<file path="src/rtl/opm_pkg.sv">
package opm_pkg;

  typedef enum logic [1:0] {
    OPM_NORMAL = 2'd0,
    OPM_SLOW   = 2'd1,
    OPM_GREEN  = 2'd2,
    OPM_DOWN   = 2'd3
  } opm_mode_e;

  localparam int CTL_W      = 4;
  localparam int CTL_SLOW   = 0;
  localparam int CTL_STOPHI = 1;
  localparam int CTL_PDOWN  = 2;
  localparam int CTL_GREEN  = 3;

  // Run mode that the word selects, ignoring the wait bit.
  function automatic opm_mode_e base_mode(input logic [CTL_W-1:0] d);
    if (d[CTL_PDOWN])
      return OPM_DOWN;
    else if (!d[CTL_SLOW] && d[CTL_STOPHI])
      return OPM_DOWN;
    else if (d[CTL_SLOW])
      return OPM_SLOW;
    else
      return OPM_NORMAL;
  endfunction

  // Mode entered after a write, taking the wait bit into account.
  function automatic opm_mode_e target_mode(input logic [CTL_W-1:0] d);
    opm_mode_e b;
    b = base_mode(d);
    if (b != OPM_DOWN && d[CTL_GREEN])
      return OPM_GREEN;
    else
      return b;
  endfunction

  function automatic logic is_running(input opm_mode_e m);
    return (m == OPM_NORMAL) || (m == OPM_SLOW);
  endfunction

  function automatic logic hosc_needed(input opm_mode_e m, input logic stop_hi);
    case (m)
      OPM_NORMAL: return 1'b1;
      OPM_DOWN:   return 1'b0;
      default:    return !stop_hi;
    endcase
  endfunction

endpackage

</file>
<file path="src/rtl/opm_sync.sv">
module opm_sync #(
  parameter int W      = 4,
  parameter int STAGES = 2
) (
  input  logic         clk,
  input  logic         rst_n,
  input  logic [W-1:0] d_i,
  output logic [W-1:0] q_o
);

  logic [W-1:0] stg_q [STAGES];

  generate
    for (genvar s = 0; s < STAGES; s++) begin : g_stage
      if (s == 0) begin : g_first
        always_ff @(posedge clk or negedge rst_n) begin
          if (!rst_n) stg_q[0] <= '0;
          else        stg_q[0] <= d_i;
        end
      end else begin : g_next
        always_ff @(posedge clk or negedge rst_n) begin
          if (!rst_n) stg_q[s] <= '0;
          else        stg_q[s] <= stg_q[s-1];
        end
      end
    end
  endgenerate

  assign q_o = stg_q[STAGES-1];

endmodule

</file>
<file path="src/rtl/opm_wake_det.sv">
module opm_wake_det #(
  parameter int W = 8
) (
  input  logic         clk,
  input  logic         rst_n,
  input  logic [W-1:0] pins_i,
  input  logic [W-1:0] mask_i,
  input  logic         capture_i,
  input  logic         armed_i,
  output logic         change_o
);

  logic [W-1:0] snap_q;

  always_ff @(posedge clk or negedge rst_n) begin
    if (!rst_n)         snap_q <= '0;
    else if (capture_i) snap_q <= pins_i;
  end

  assign change_o = armed_i && (|((pins_i ^ snap_q) & mask_i));

endmodule

</file>
<file path="src/rtl/opm_clk_sel.sv">
module opm_clk_sel #(
  parameter int DIV = 4
) (
  input  logic clk,
  input  logic rst_n,
  input  logic run_i,
  input  logic req_slow_i,
  input  logic cpu_run_i,
  output logic sel_o,
  output logic boundary_o,
  output logic ce_o
);

  localparam int CW = (DIV > 1) ? $clog2(DIV) : 1;
  localparam logic [CW-1:0] DIV_LAST = CW'(DIV - 1);

  logic [CW-1:0] cnt_q;
  logic          sel_q;

  assign boundary_o = run_i && (cnt_q == DIV_LAST);

  always_ff @(posedge clk or negedge rst_n) begin
    if (!rst_n) begin
      cnt_q <= '0;
    end else if (!run_i) begin
      cnt_q <= '0;
    end else if (cnt_q == DIV_LAST) begin
      cnt_q <= '0;
    end else begin
      cnt_q <= cnt_q + 1'b1;
    end
  end

  // Select moves only at the divider boundary; while stopped no clock runs.
  always_ff @(posedge clk or negedge rst_n) begin
    if (!rst_n)          sel_q <= 1'b0;
    else if (!run_i)     sel_q <= req_slow_i;
    else if (boundary_o) sel_q <= req_slow_i;
  end

  assign sel_o = sel_q;
  assign ce_o  = cpu_run_i && (sel_q ? boundary_o : 1'b1);

endmodule

</file>
<file path="src/rtl/opm_mode_fsm.sv">
module opm_mode_fsm
  import opm_pkg::*;
(
  input  logic             clk,
  input  logic             rst_n,
  input  logic             wr_en_i,
  input  logic [CTL_W-1:0] wr_data_i,
  input  logic             port_wake_i,
  input  logic             green_wake_i,
  output opm_mode_e        mode_o,
  output opm_mode_e        ret_o,
  output logic [CTL_W-1:0] ctl_o,
  output logic             enter_halt_o
);

  opm_mode_e        mode_q, ret_q, tgt;
  logic [CTL_W-1:0] ctl_q;
  logic             wr_ok;

  assign tgt          = target_mode(wr_data_i);
  assign wr_ok        = wr_en_i && is_running(mode_q);
  assign enter_halt_o = wr_ok && !is_running(tgt);

  always_ff @(posedge clk or negedge rst_n) begin
    if (!rst_n) begin
      mode_q <= OPM_NORMAL;
      ret_q  <= OPM_NORMAL;
      ctl_q  <= '0;
    end else begin
      case (mode_q)
        OPM_NORMAL, OPM_SLOW: begin
          if (wr_ok) begin
            ctl_q  <= wr_data_i;
            mode_q <= tgt;
            if (tgt == OPM_GREEN) ret_q <= base_mode(wr_data_i);
          end
        end
        OPM_GREEN: begin
          if (port_wake_i || green_wake_i) begin
            mode_q           <= ret_q;
            ctl_q[CTL_GREEN] <= 1'b0;
          end
        end
        default: begin
          if (port_wake_i) begin
            mode_q <= OPM_NORMAL;
            ctl_q  <= '0;
          end
        end
      endcase
    end
  end

  assign mode_o = mode_q;
  assign ret_o  = ret_q;
  assign ctl_o  = ctl_q;

endmodule

</file>
<file path="src/rtl/opm_ctrl.sv">
module opm_ctrl
  import opm_pkg::*;
#(
  parameter int P0_W = 4,
  parameter int P1_W = 4,
  parameter int DIV  = 4
) (
  input  logic            clk,
  input  logic            rst_n,
  input  logic            wr_en,
  input  logic [3:0]      wr_data,
  input  logic [P0_W-1:0] p0_pins,
  input  logic [P1_W-1:0] p1_pins,
  input  logic [P1_W-1:0] p1_wake_en,
  input  logic            green_wake,
  output logic [1:0]      mode_o,
  output logic [3:0]      ctl_o,
  output logic            hosc_en,
  output logic            losc_en,
  output logic            cpu_run,
  output logic            clk_sel_slow,
  output logic            sys_ce
);

  localparam int PW = P0_W + P1_W;

  logic [PW-1:0]    pins_sync;
  logic [PW-1:0]    wake_mask;
  logic             port_wake;
  logic             halted;
  logic             enter_halt;
  logic             sel_req;
  logic             div_boundary;
  logic             gwake_eff;
  opm_mode_e        mode_q, ret_q;
  logic [CTL_W-1:0] ctl_q;

  opm_sync #(.W(PW), .STAGES(2)) u_sync (
    .clk   (clk),
    .rst_n (rst_n),
    .d_i   ({p1_pins, p0_pins}),
    .q_o   (pins_sync)
  );

  assign wake_mask = {p1_wake_en, {P0_W{1'b1}}};
  assign halted    = !is_running(mode_q);

  opm_wake_det #(.W(PW)) u_wake (
    .clk       (clk),
    .rst_n     (rst_n),
    .pins_i    (pins_sync),
    .mask_i    (wake_mask),
    .capture_i (enter_halt),
    .armed_i   (halted),
    .change_o  (port_wake)
  );

  assign gwake_eff = green_wake && (mode_q == OPM_GREEN);

  opm_mode_fsm u_fsm (
    .clk          (clk),
    .rst_n        (rst_n),
    .wr_en_i      (wr_en),
    .wr_data_i    (wr_data),
    .port_wake_i  (port_wake),
    .green_wake_i (gwake_eff),
    .mode_o       (mode_q),
    .ret_o        (ret_q),
    .ctl_o        (ctl_q),
    .enter_halt_o (enter_halt)
  );

  assign sel_req = (mode_q == OPM_SLOW) || (mode_q == OPM_GREEN && ret_q == OPM_SLOW);

  opm_clk_sel #(.DIV(DIV)) u_clk (
    .clk        (clk),
    .rst_n      (rst_n),
    .run_i      (losc_en),
    .req_slow_i (sel_req),
    .cpu_run_i  (cpu_run),
    .sel_o      (clk_sel_slow),
    .boundary_o (div_boundary),
    .ce_o       (sys_ce)
  );

  assign mode_o  = mode_q;
  assign ctl_o   = ctl_q;
  assign cpu_run = is_running(mode_q);
  assign losc_en = (mode_q != OPM_DOWN);
  assign hosc_en = hosc_needed(mode_q, ctl_q[CTL_STOPHI]);

endmodule

</file>
<file path="config.mk">
export PLATFORM = sky130hd
export DESIGN_NAME = opm_ctrl
export DESIGN_NICKNAME = d
export VERILOG_FILES = /design/src/rtl/opm_pkg.sv /design/src/rtl/opm_sync.sv /design/src/rtl/opm_wake_det.sv /design/src/rtl/opm_clk_sel.sv /design/src/rtl/opm_mode_fsm.sv /design/src/rtl/opm_ctrl.sv
export SDC_FILE = /design/constraint.sdc
export NUM_CORES = 1
export LEC_CHECK = 0
export BUFFER_PORTS_ARGS = -buffer_cell sky130_fd_sc_hd__buf_2
export CORE_ASPECT_RATIO = 0.6
export CORE_MARGIN = 5
export CORE_UTILIZATION = 47
export DETAILED_ROUTE_END_ITERATION = 12
export PLACE_DENSITY_LB_ADDON = 0.3
export SETUP_SLACK_MARGIN = 0.5
export SYNTH_ARGS = -nofsm -noshare
export SYNTH_HDL_FRONTEND = slang
export SYNTH_SLANG_ARGS = --single-unit
</file>
<file path="constraint.sdc">
create_clock -name clk -period 1.85 [get_ports clk]
set_clock_uncertainty 0.2 [all_clocks]
set_input_delay 0.185 -clock clk [delete_from_list [all_inputs] [get_ports clk]]
set_output_delay 0.185 -clock clk [all_outputs]
set_load 0.02 [all_outputs]
</file>
==> results.md, run 1 <==
- ANT cells: 0
- Routed wl met2: 1590 µm
- CTS sink count: 35
- Outcome: complete, but fails checks
- Largest net degree at the start of global routing: 36
- Crit path DAT: 1.85 ns
- NumNets Final: 199
- Worst Max-Slew Pin Slew: 0.444 ns
- I/O Buffers: 30
- Placer Congestion: 0.819
- Crit path launch type: flip-flop
- Worst slew margin: 70.4%
- Final Cycle Share: 102%
- Kind of critical path: flip-flop to flip-flop
- Finished Layout Cells: 217
- Final Max Tran Viols: 0
- Layout area overhead: 52.8%
- Largest area contributor in the netlist: dfrtp_1
- Pwr dens: 1680 mW/mm²
- Total CTS buffers: 5
- Pleak: 0.996 nW
- F_max: 531 MHz
- Die W: 81.1 µm
- # IOs: 31
- Failing checks: setup timing
- Top cell type's share of synthesized area: 61.5%
- Cell Area, Synth: 0.00143 mm²
- Final Hold Fails: 0
- Post-Route WL: 3210 µm
- Net Count, Synth: 138
- Most common cell after layout, fill and taps aside: dfrtp_1
- Post-synthesis cell count: 113
- Final worst setup slack: -0.0315 ns
- RSZ-0062 raised after global routing: yes
- Filler Cell Count: 195
- CP Capture Type: flip-flop
- Unique cell type count in the Yosys netlist: 22
- Vias: 1,060
- Num rows: 15
- Seq/Total Area, Yosys: 61.5%
- Syn avg cell area: 12.6 µm²
- DRC violations left: 0
- First-pass GRT wire length: 5390 µm
- Vias/cell: 4.88
- Setup tns final: -0.0630 ns
- M1 wire length: 1350 µm
- Clk slew on worst S/H paths: 0.07 ns
- Met3 wire len: 195 µm
- Clock Path Buffers: 2
- Die Area: 0.00427 mm²
- Die Ht: 52.7 µm
- Synth area leaders: dfrtp_1 (61%), mux2_2 (7.9%), xor2_1 (4.9%), ha_1 (4.4%), a22oi_1 (2.6%)
- Placed Cells: 187
- Synthesis Warnings: 0
- Worst-case hold slack: 0.0224 ns
- Pre-antenna DRT Iters: 4
- Total grt overflow: 0
- Synth Register Bits: 35
- Finished Core Util: 75.3%
- Vias in the first global route: 1,126
- Design Area, Final: 0.00218 mm²
- Hold WC Path Type: primary input to flip-flop
- Most frequent cells in the layout: dfrtp_1 (33), buf_2 (24), dlygate4sd3_1 (12)
- Worst Path Required: 1.81 ns
- Crit-path max FO: 3
- Share of cells above drive strength 1: 52.6%
- H-tree levels: 2
- Clock period minus worst slack: 1.88 ns
- Setup Viol. Count Final: 4
- Clock root buffer: clkbuf_8
- Total GRT Usage: 17.6%
- DP HPWL: 2060 µm
- WL/cell: 14.8 µm
- Placed cell area: 0.00172 mm²
- VDD IR max: 0.785 mV
- Core area: 0.00289 mm²
- DR iter-0 viols: 25
- Antenna-violating nets left: 0
- Max Cap Viol: 0
- Worst-skew pair later-pin latency: 0.28 ns
- Starting Density: 49.3%
- CTS tree: yes
- Highest Signal Layer: met4
- Initial antenna violation count: 0
==> worst max-delay path, cell delays in order (launching register included) <==
cell and delay [ns]:
dfrtp_1 0.40, xor2_1 0.19, nor4_4 0.31, nand3_1 0.13
a21oi_2 0.19, mux2_2 0.35
==> cells by family (layout without fill, tap and decap cells) <==
family          count (synthesis)  in the layout  synth area share (%)
fa+ha+maj                       5              5                  4.39
flops                          35             35                  61.5
xor+xnor                        8              8                  4.92
simple gates                   29             29                  10.7
mux                            10             10                  7.90
compound gates                 18             18                  8.52
buf+inv                         8             70                  2.11
==> repair_timing <==
| action | CTS | global route |
|---|---|---|
| gates resized for setup | 35 | 6 |
| pin swaps | 11 | 2 |
| endpoints found under the setup margin | 22 | 27 |
| hold buffers | 12 | 0 |
| buffers inserted | 9 | 1 |
| gates cloned | 0 | 0 |
| hold endpoints to repair | 44 | 0 |
==> state kept, by name (all words and copies together), names as in the netlist <==
| name | flops |
|---|---|
| u_sync.q_o | 8 |
| u_sync.stg_q | 8 |
| u_wake.snap_q | 8 |
| u_fsm.ctl_o | 4 |
| u_clk.cnt_q | 2 |
| u_fsm.mode_o | 2 |
| u_fsm.ret_o | 2 |
| u_clk.sel_o | 1 |
==> final timing paths <==
check	startpoint	endpoint	slack (ns)	cells after the start
setup / recovery	u_wake.snap_q[3]	u_fsm.mode_o[1]	-0.03	5
hold / removal	wr_data[0]	u_fsm.ctl_o[0]	0.02	3
setup reg to reg	u_wake.snap_q[3]	u_fsm.mode_o[1]	-0.03	5
hold reg to reg	u_sync.stg_q[11]	u_sync.q_o[3]	0.15	0
max in group asynchronous	rst_n	u_fsm.mode_o[1]	0.90	2
min in group asynchronous	rst_n	u_sync.stg_q[12]	0.22	2
==> cell usage after synthesis (all sizes together) <==
| master | instances |
|---|---|
| o31a | 1 |
| a21o | 1 |
| a22oi | 5 |
| nand2 | 6 |
| inv | 7 |
| o21ai | 4 |
| mux2 | 10 |
| ha | 5 |
| nand4 | 1 |
| nand3 | 3 |
| or2 | 1 |
| nor4 | 1 |
| xor2 | 8 |
| clkbuf | 1 |
| a21oi | 4 |
| o31ai | 3 |
| nor2 | 9 |
| nor3 | 4 |
| nor2b | 4 |
| dfrtp | 35 |
==> per-stage QoR <==
stage | worst slack, ns | power [mW]
final | -0.0315 | 3.65
after global routing | -0.151 | 3.86
after CTS | -0.0175 | 3.56
after detailed placement | -0.0406 | 2.50
after global placement | 0.0379 | 2.45
after floorplan | 0.0674 | 2.13
==> routing by layer <==
metal,track usage (%),up-vias
li1,-,511
met5,0,-
met2,29.0,28
met3,6.01,6
met4,7.87,0
met1,20.9,515
==> report_power, final <==
part / total [mW] / switching [mW] / internal [mW]
Sequential: 1.19 / 0.202 / 0.984
Combinational: 1.92 / 0.922 / 0.999
Clock: 0.543 / 0.244 / 0.300
Total: 3.65 / 1.37 / 2.28
==> final cells by class <==
cell class                      count  area (µm²)  share of cell area [%]
Multi-Input combinational cell     70         699                    32.1
Tap cell                           42        52.6                    2.41
Clock buffer                        7        86.3                    3.97
Sequential cell                    35         878                    40.3
Clock inverter                      1        5.00                   0.230
Timing Repair Buffer               55         422                    19.4
Inverter                            7        33.8                    1.55
Power figures use the tool's default switching activity.
==> inputs of run 2 (changes only) <==
- ABC_AREA: not set -> 1
- CORE_UTILIZATION: 47 -> 48
- CTS_CLUSTER_DIAMETER: not set -> 80
==> run 2 against run 1 <==
The flow now finishes without violations. Final cell count up 25%. Clock power up 3%. Sequential share of layout area down 0.069 points. Wire length up 8.2%. Largest cell class unchanged. First-iteration DRC count rose to 2.9 times the previous value. Via count up 23%. Sequential cell count unchanged. Register-to-register slack better by 0.14 ns. Combinational power about the same. Global-route usage down 2.1 points. Maximum frequency up 5.7%. Non-clock buffer count down 4.
==> results.md, run 2 <==
- Pre-antenna DRT Iters: 4 (unchanged)
- Vias/cell: 4.79 (-1.9%)
- Worst Max-Slew Pin Slew: 0.273 ns (-0.171 ns)
- I/O Buffers: 30 (unchanged)
- DP HPWL: 2360 µm (+15%)
- Post-Route WL: 3470 µm (+8.2%)
- Seq pwr share: 32.4% (about the same)
- Final worst setup slack: 0.0696 ns (+0.101 ns)
- Starting Density: 49.4% (+0.068 points)
- Final Max Tran Viols: 0 (unchanged)
- Clock Path Buffers: 2 (unchanged)
- Die Ht: 54.5 µm (+3.4%)
- Syn avg cell area: 9.41 µm² (-25%)
- Setup tns final: 0 ns (+0.0630 ns)
- Core area: 0.00320 mm² (+11%)
- # IOs: 31 (unchanged)
- Outcome: finished clean
- Crit-path cells: inv_2 -> ha_4 -> nor2_4 -> a21oi_2 -> buf_4
- Top-count cell post-synth: nand2_1
- Comb pwr share: 52.3% (-0.3 points)
- CP max stage delay: 0.45 ns (+0.05 ns)
- Total CTS buffers: 5 (unchanged)
- Unique cell type count in the Yosys netlist: 22 (unchanged)
- Total internal power: 2.12 mW (-7.1%)
- Most frequent cells in the layout: nand2_1 (45), dfrtp_1 (33), buf_2 (26)
- Synth area leaders: dfrtp_1 (55%), nand2_1 (11%), inv_1 (4.0%), ha_1 (4.0%), o21ai_2 (3.9%)
- Worst-skew pair later-pin latency: 0.28 ns (about the same)
- Top post-synthesis cells by count: nand2_1 (45), dfrtp_1 (35), inv_1 (17)
- Async set-reset flop share out of synthesis: 100% (unchanged)
- Filler Cell Count: 257 (+32%)
- Post-synthesis cell count: 168 (+49%)
- Finished Core Util: 68.1% (-7.2 points)
- NumNets Final: 250 (+26%)
- Hold WC Path Type: primary input to flip-flop
- H-tree levels: 2 (unchanged)
- Placer Congestion: 0.832 (+1.5%)
- EDFF count, synth: 0 (unchanged)
- Final Hold Fails: 0 (unchanged)
- Pwr dens: 1670 mW/mm² (-0.46%)
- Cell family contributing the most delay on the critical path: flip-flops
- Total GRT Usage: 15.4% (-2.1 points)
- Most common cell after layout, fill and taps aside: nand2_1
- Max Cap Viol: 0 (unchanged)
- RSZ-0062 raised after global routing: yes
- Vias in the first global route: 1,182 (+5.0%)
- Layout area overhead: 37.9%
- Clock root buffer: clkbuf_8
- Vias: 1,299 (+23%)
- Die Area: 0.00458 mm² (+7.3%)
- CTS tree: yes
- DRC violations left: 0 (unchanged)
- First-pass GRT wire length: 5360 µm (-0.50%)
- ANT cells: 0 (unchanged)
- Synth Register Bits: 35 (unchanged)
- VDD IR max: 1.01 mV (+28%)
- Clk slew on worst S/H paths: 0.07 ns (about the same)
- Net Count, Synth: 193 (+40%)
- Cell Area, Synth: 0.00158 mm² (+11%)
- Pleak: 1.11 nW (+11%)
- Clock power share: 15.3% (+0.4 points)
- Synthesis Warnings: 0 (unchanged)
- F_max: 562 MHz (+5.7%)
- Antenna-violating nets left: 0 (unchanged)
- Seq/Total Area, Yosys: 55.4% (-6.1 points)
- WL/cell: 12.8 µm (-13%)
- Final Cycle Share: 96.2% (-5.5 points)
- Setup Viol. Count Final: 0 (-4)
- Worst slew margin: 81.7% (+11 points)
- Switching Fraction: 41.7% (+4.3 points)
- CP Buf/Inv Count: 2 (+2)
- Die W: 84.1 µm (+3.7%)
- DR iter-0 viols: 73 (+190%)
- CP Capture Type: primary output
- Crit path launch type: flip-flop
- Slowest-stage cell, CP: dfrtp_2
- Initial antenna violation count: 0 (unchanged)
- CTS sink count: 35 (unchanged)
- Num rows: 16 (+1)
- Kind of critical path: flip-flop to primary output
- Crit path DAT: 1.40 ns (-0.45 ns)
- Crit-path max FO: 5 (+2)
- Clock period minus worst slack: 1.78 ns (-0.101 ns)
- Largest net degree at the start of global routing: 36 (unchanged)
- Largest area contributor in the netlist: dfrtp_1
- Total grt overflow: 0 (unchanged)
- Worst Path Required: 1.46 ns (-0.35 ns)
- Top cell type's share of synthesized area: 55.4% (-6.1 points)
- Share of cells above drive strength 1: 41.6% (-11 points)
- Sw Pwr: 1.52 mW (+11%)
- Pre-CTS setup slack: 0.160 ns (+0.200 ns)
- Primary FF master, synth: dfrtp_1
[run 2: cell types whose count changed after synthesis, sizes merged, moves of 5 or more]
cell	previous run	this run
a22oi	5	0
inv	7	26
nand3	3	12
mux2	10	0
nand2	6	54
xor2	8	0
nor2	9	14
[run 2: area by class of cell]
class / instances / area (µm²) / share of cell area [%]
multi-input combinational: 106 / 671 / 30.8
timing repair buffer: 51 / 384 / 17.6
clock inverter: 1 / 5.00 / 0.229
tap: 45 / 56.3 / 2.58
sequential: 35 / 878 / 40.3
clock buffer: 7 / 86.3 / 3.96
inverter: 26 / 100 / 4.59
[run 2: layer usage]
metal / track usage [%] / share of wire, %
met2: 24.7 / 48
met3: 5.41 / 4.7
met5: 0 / 0
met4: 5.35 / 0.89
met1: 19.9 / 46
[run 2: worst reg2reg max path, delay by kind of cell (launching register included)]
| family | cells | cell delay (ns) |
|---|---|---|
| DFF | 1 | 0.47 |
| and+or+nand+nor | 4 | 0.45 |
| adders and majority gates | 1 | 0.21 |
| buffers and inverters | 2 | 0.24 |
| AOI/OAI and AO/OA | 1 | 0.05 |
[run 2: logic make-up after synthesis]
kind of cell               after synthesis  share of synthesized area [%]
adders and majority gates                5                           3.96
and+or+nand+nor                         85                           25.9
AOI/OAI and AO/OA                       16                           7.12
buffers and inverters                   27                           7.60
DFF                                     35                           55.4
[run 2: worst paths after layout]
path | start | end | slack, ns | depth (start not counted)
setup / recovery | u_fsm.mode_o[0] | sys_ce | 0.07 | 5
max in group asynchronous | rst_n | u_sync.stg_q[9] | 1.07 | 3
setup reg to reg | u_fsm.mode_o[1] | u_wake.snap_q[1] | 0.11 | 8
min in group asynchronous | rst_n | u_sync.stg_q[15] | 0.19 | 3
hold reg to reg | u_sync.stg_q[11] | u_sync.q_o[3] | 0.15 | 0
hold / removal | wr_data[0] | u_fsm.ret_o[0] | 0.02 | 3
[run 2: power by group through the flow]
| stage | combinational (mW) | sequential [mW] | clock [mW] |
|---|---|---|---|
| finish | 1.90 | 1.18 | 0.557 |
| global route | 2.07 | 1.21 | 0.605 |
| CTS | 1.66 | 1.16 | 0.568 |
| detailed placement | 1.50 | 1.18 | 0 |
| global placement | 1.46 | 1.16 | 0 |
| floorplan | 1.07 | 1.24 | 0 |
[run 2: repair_timing]
action / CTS / global route
gates cloned: 0 / 0
pin swaps: 2 / 6
resized for setup: 5 / 15
hold buffers: 11 / 0
buffers inserted: 3 / 6
endpoints found under the setup margin: 21 / 21
hold endpoints to repair: 45 / 0
[run 2: stage by stage]
step                power (mW)  instances  hold slack, ns  instance area [µm²]
finish                    3.64        271          0.0153                 2180
global route              3.88        271          0.0158                 2180
CTS                       3.39        265        0.000496                 2080
detailed placement        2.68        243         -0.0358                 1830
global placement          2.63        243         -0.0462                 1830
floorplan                 2.31        168          -0.311                 1620
==> inputs of run 3 (changes only) <==
--- a/constraint.sdc
+++ b/constraint.sdc
@@ -3,3 +3,3 @@
 set_input_delay 0.185 -clock clk [delete_from_list [all_inputs] [get_ports clk]]
 set_output_delay 0.185 -clock clk [all_outputs]
-set_load 0.02 [all_outputs]
+set_load 0.01 [all_outputs]
==> run 3 against run 2 <==
Core utilization increased by 6.3 points. Combinational power increased by 11%. Cell area increased by 9.3%. Critical endpoint is now hosc_en. Highest routed layer unchanged.
==> results.md, run 3 (same netlist as run 2, synthesis figures left out) <==
- Clock period minus worst slack: 1.80 ns (+0.0189 ns)
- Final worst setup slack: 0.0508 ns (-0.0189 ns)
- H-tree levels: 2 (unchanged)
- Num rows: 16 (unchanged)
- FF-to-FF setup slack: 0.06 ns (-0.05 ns)
- Setup tns final: 0 ns (unchanged)
- Worst-case hold slack: 0.0537 ns (+0.0384 ns)
- Crit path launch type: flip-flop
- Max Cap Viol: 0 (unchanged)
- VDD IR max: 1.05 mV (+4.8%)
- Die W: 84.1 µm (unchanged)
- DRC violations left: 0 (unchanged)
- Share of cells above drive strength 1: 50.6% (+9.0 points)
- Vias: 1,419 (+9.2%)
- Most common cell after layout, fill and taps aside: nand2_1
- First-pass GRT wire length: 6780 µm (+27%)
- Kind of critical path: flip-flop to primary output
- Total GRT Usage: 20.1% (+4.6 points)
- DR iter-0 viols: 116 (+59%)
- ANT cells: 0 (unchanged)
- Largest net degree at the start of global routing: 19 (-47%)
- Hold WC Path Type: primary input to flip-flop
- Antenna-violating nets left: 0 (unchanged)
- Worst-skew pair later-pin latency: 0.30 ns (+0.02 ns)
- CTS tree: yes
- Final Hold Fails: 0 (unchanged)
- Highest Signal Layer: met4
- Final Cycle Share: 97.3% (+1.0 points)
- Total grt overflow: 0 (unchanged)
- Placed Cells: 243 (unchanged)
- Starting Density: 49.4% (unchanged)
- Initial antenna violation count: 0 (unchanged)
- Setup Viol. Count Final: 0 (unchanged)
- Die Area: 0.00458 mm² (unchanged)
- Outcome: finished clean
- Routed wl met2: 2070 µm (+24%)
- CTS sink count: 35 (unchanged)
- Register area: 878 µm² (unchanged)
- DP HPWL: 2230 µm (-5.5%)
- NumNets Final: 261 (+4.4%)
- Clk slew on worst S/H paths: 0.08 ns (about the same)
- Filler Cell Count: 197 (-23%)
- Pre-antenna DRT Iters: 4 (unchanged)
- Die Ht: 54.5 µm (unchanged)
- Pre-CTS setup slack: 0.205 ns (+0.0454 ns)
- I/O Buffers: 30 (unchanged)
- Clock Path Buffers: 2 (unchanged)
- Crit path DAT: 1.41 ns (about the same)
- Worst Max-Slew Pin Slew: 0.411 ns (+0.138 ns)
- Worst slew margin: 72.6% (-9.2 points)
- Vias/cell: 5.03 (+5.0%)
- Most frequent cells in the layout: nand2_1 (34), dfrtp_1 (33), buf_2 (28)
- RSZ-0062 raised after global routing: yes
- M1 wire length: 1980 µm (+24%)
- Post-Route WL: 4470 µm (+29%)
- Pwr dens: 1690 mW/mm² (+1.2%)
- Worst Path Required: 1.46 ns (about the same)
- Crit-path max FO: 5 (unchanged)
- Layout area overhead: 50.7%
- Finished Layout Cells: 282 (+4.1%)
- Met3 wire len: 289 µm (+76%)
- Pleak: 1.19 nW (+6.8%)
- # IOs: 31 (unchanged)
- F_max: 556 MHz (-1.0%)
- Vias in the first global route: 1,438 (+22%)
- CP Capture Type: primary output
- Clock root buffer: clkbuf_8
- Area of the multi-input gates: 781 µm² (+16%)
- Placer Congestion: 0.883 (+6.2%)
- Total CTS buffers: 5 (unchanged)
- WL/cell: 15.8 µm (+24%)
- Final Max Tran Viols: 0 (unchanged)
- Core area: 0.00320 mm² (unchanged)
[run 3: metrics by stage]
step / power (mW) / utilization [%] / cell area, µm²
final: 4.02 / 74.4 / 2380
after global routing: 4.25 / 74.4 / 2380
after CTS: 3.63 / 70.9 / 2270
after detailed placement: 2.51 / 57.0 / 1830
after global placement: 2.45 / 57.0 / 1830
after floorplan: 2.17 / - / 1630
[run 3: area by class of cell]
cell class	count	area share [%]
Clock buffer	5	2.89
Clock inverter	3	1.84
Inverter	26	4.30
Multi-Input combinational cell	107	32.8
Sequential cell	35	36.9
Tap cell	45	2.36
Timing Repair Buffer	61	19.0
[run 3: power by group]
group / leakage (nW) / internal [mW] / switching (mW) / total, mW
logic: 0.707 / 0.957 / 1.14 / 2.10
registers: 0.420 / 0.985 / 0.240 / 1.23
clock network: 0.0581 / 0.401 / 0.300 / 0.701
[run 3: path summary, 6_finish.rpt]
check	start	endpoint	cells past startpoint
max in group asynchronous	rst_n	u_sync.stg_q[12]	3
min	wr_data[2]	u_fsm.ret_o[0]	3
min reg2reg	u_sync.stg_q[11]	u_sync.q_o[3]	0
min in group asynchronous	rst_n	u_wake.snap_q[2]	2
max	u_fsm.mode_o[0]	hosc_en	5
max reg2reg	u_fsm.mode_o[0]	u_wake.snap_q[5]	8
[run 3: metal layers]
metal / vias to the layer above / GRT usage [%]
li1: 658 / -
met1: 690 / 25.4
met2: 57 / 31.9
met3: 14 / 6.17
met4: 0 / 10.2
met5: - / 0
[run 3: repair_timing]
action	in CTS	in global routing
hold buffers	14	0
gates resized for setup	23	19
pin swaps	12	8
buffers inserted	10	6
endpoints found under the hold margin	30	0
endpoints found under the setup margin	22	24
gates cloned	1	0
[run 3: critical path: stages, from the launching register on]
cell and delay (ns):
dfrtp_2 0.47, inv_2 0.09, ha_4 0.29, nor2_2 0.04, a21oi_2 0.09, buf_2 0.14
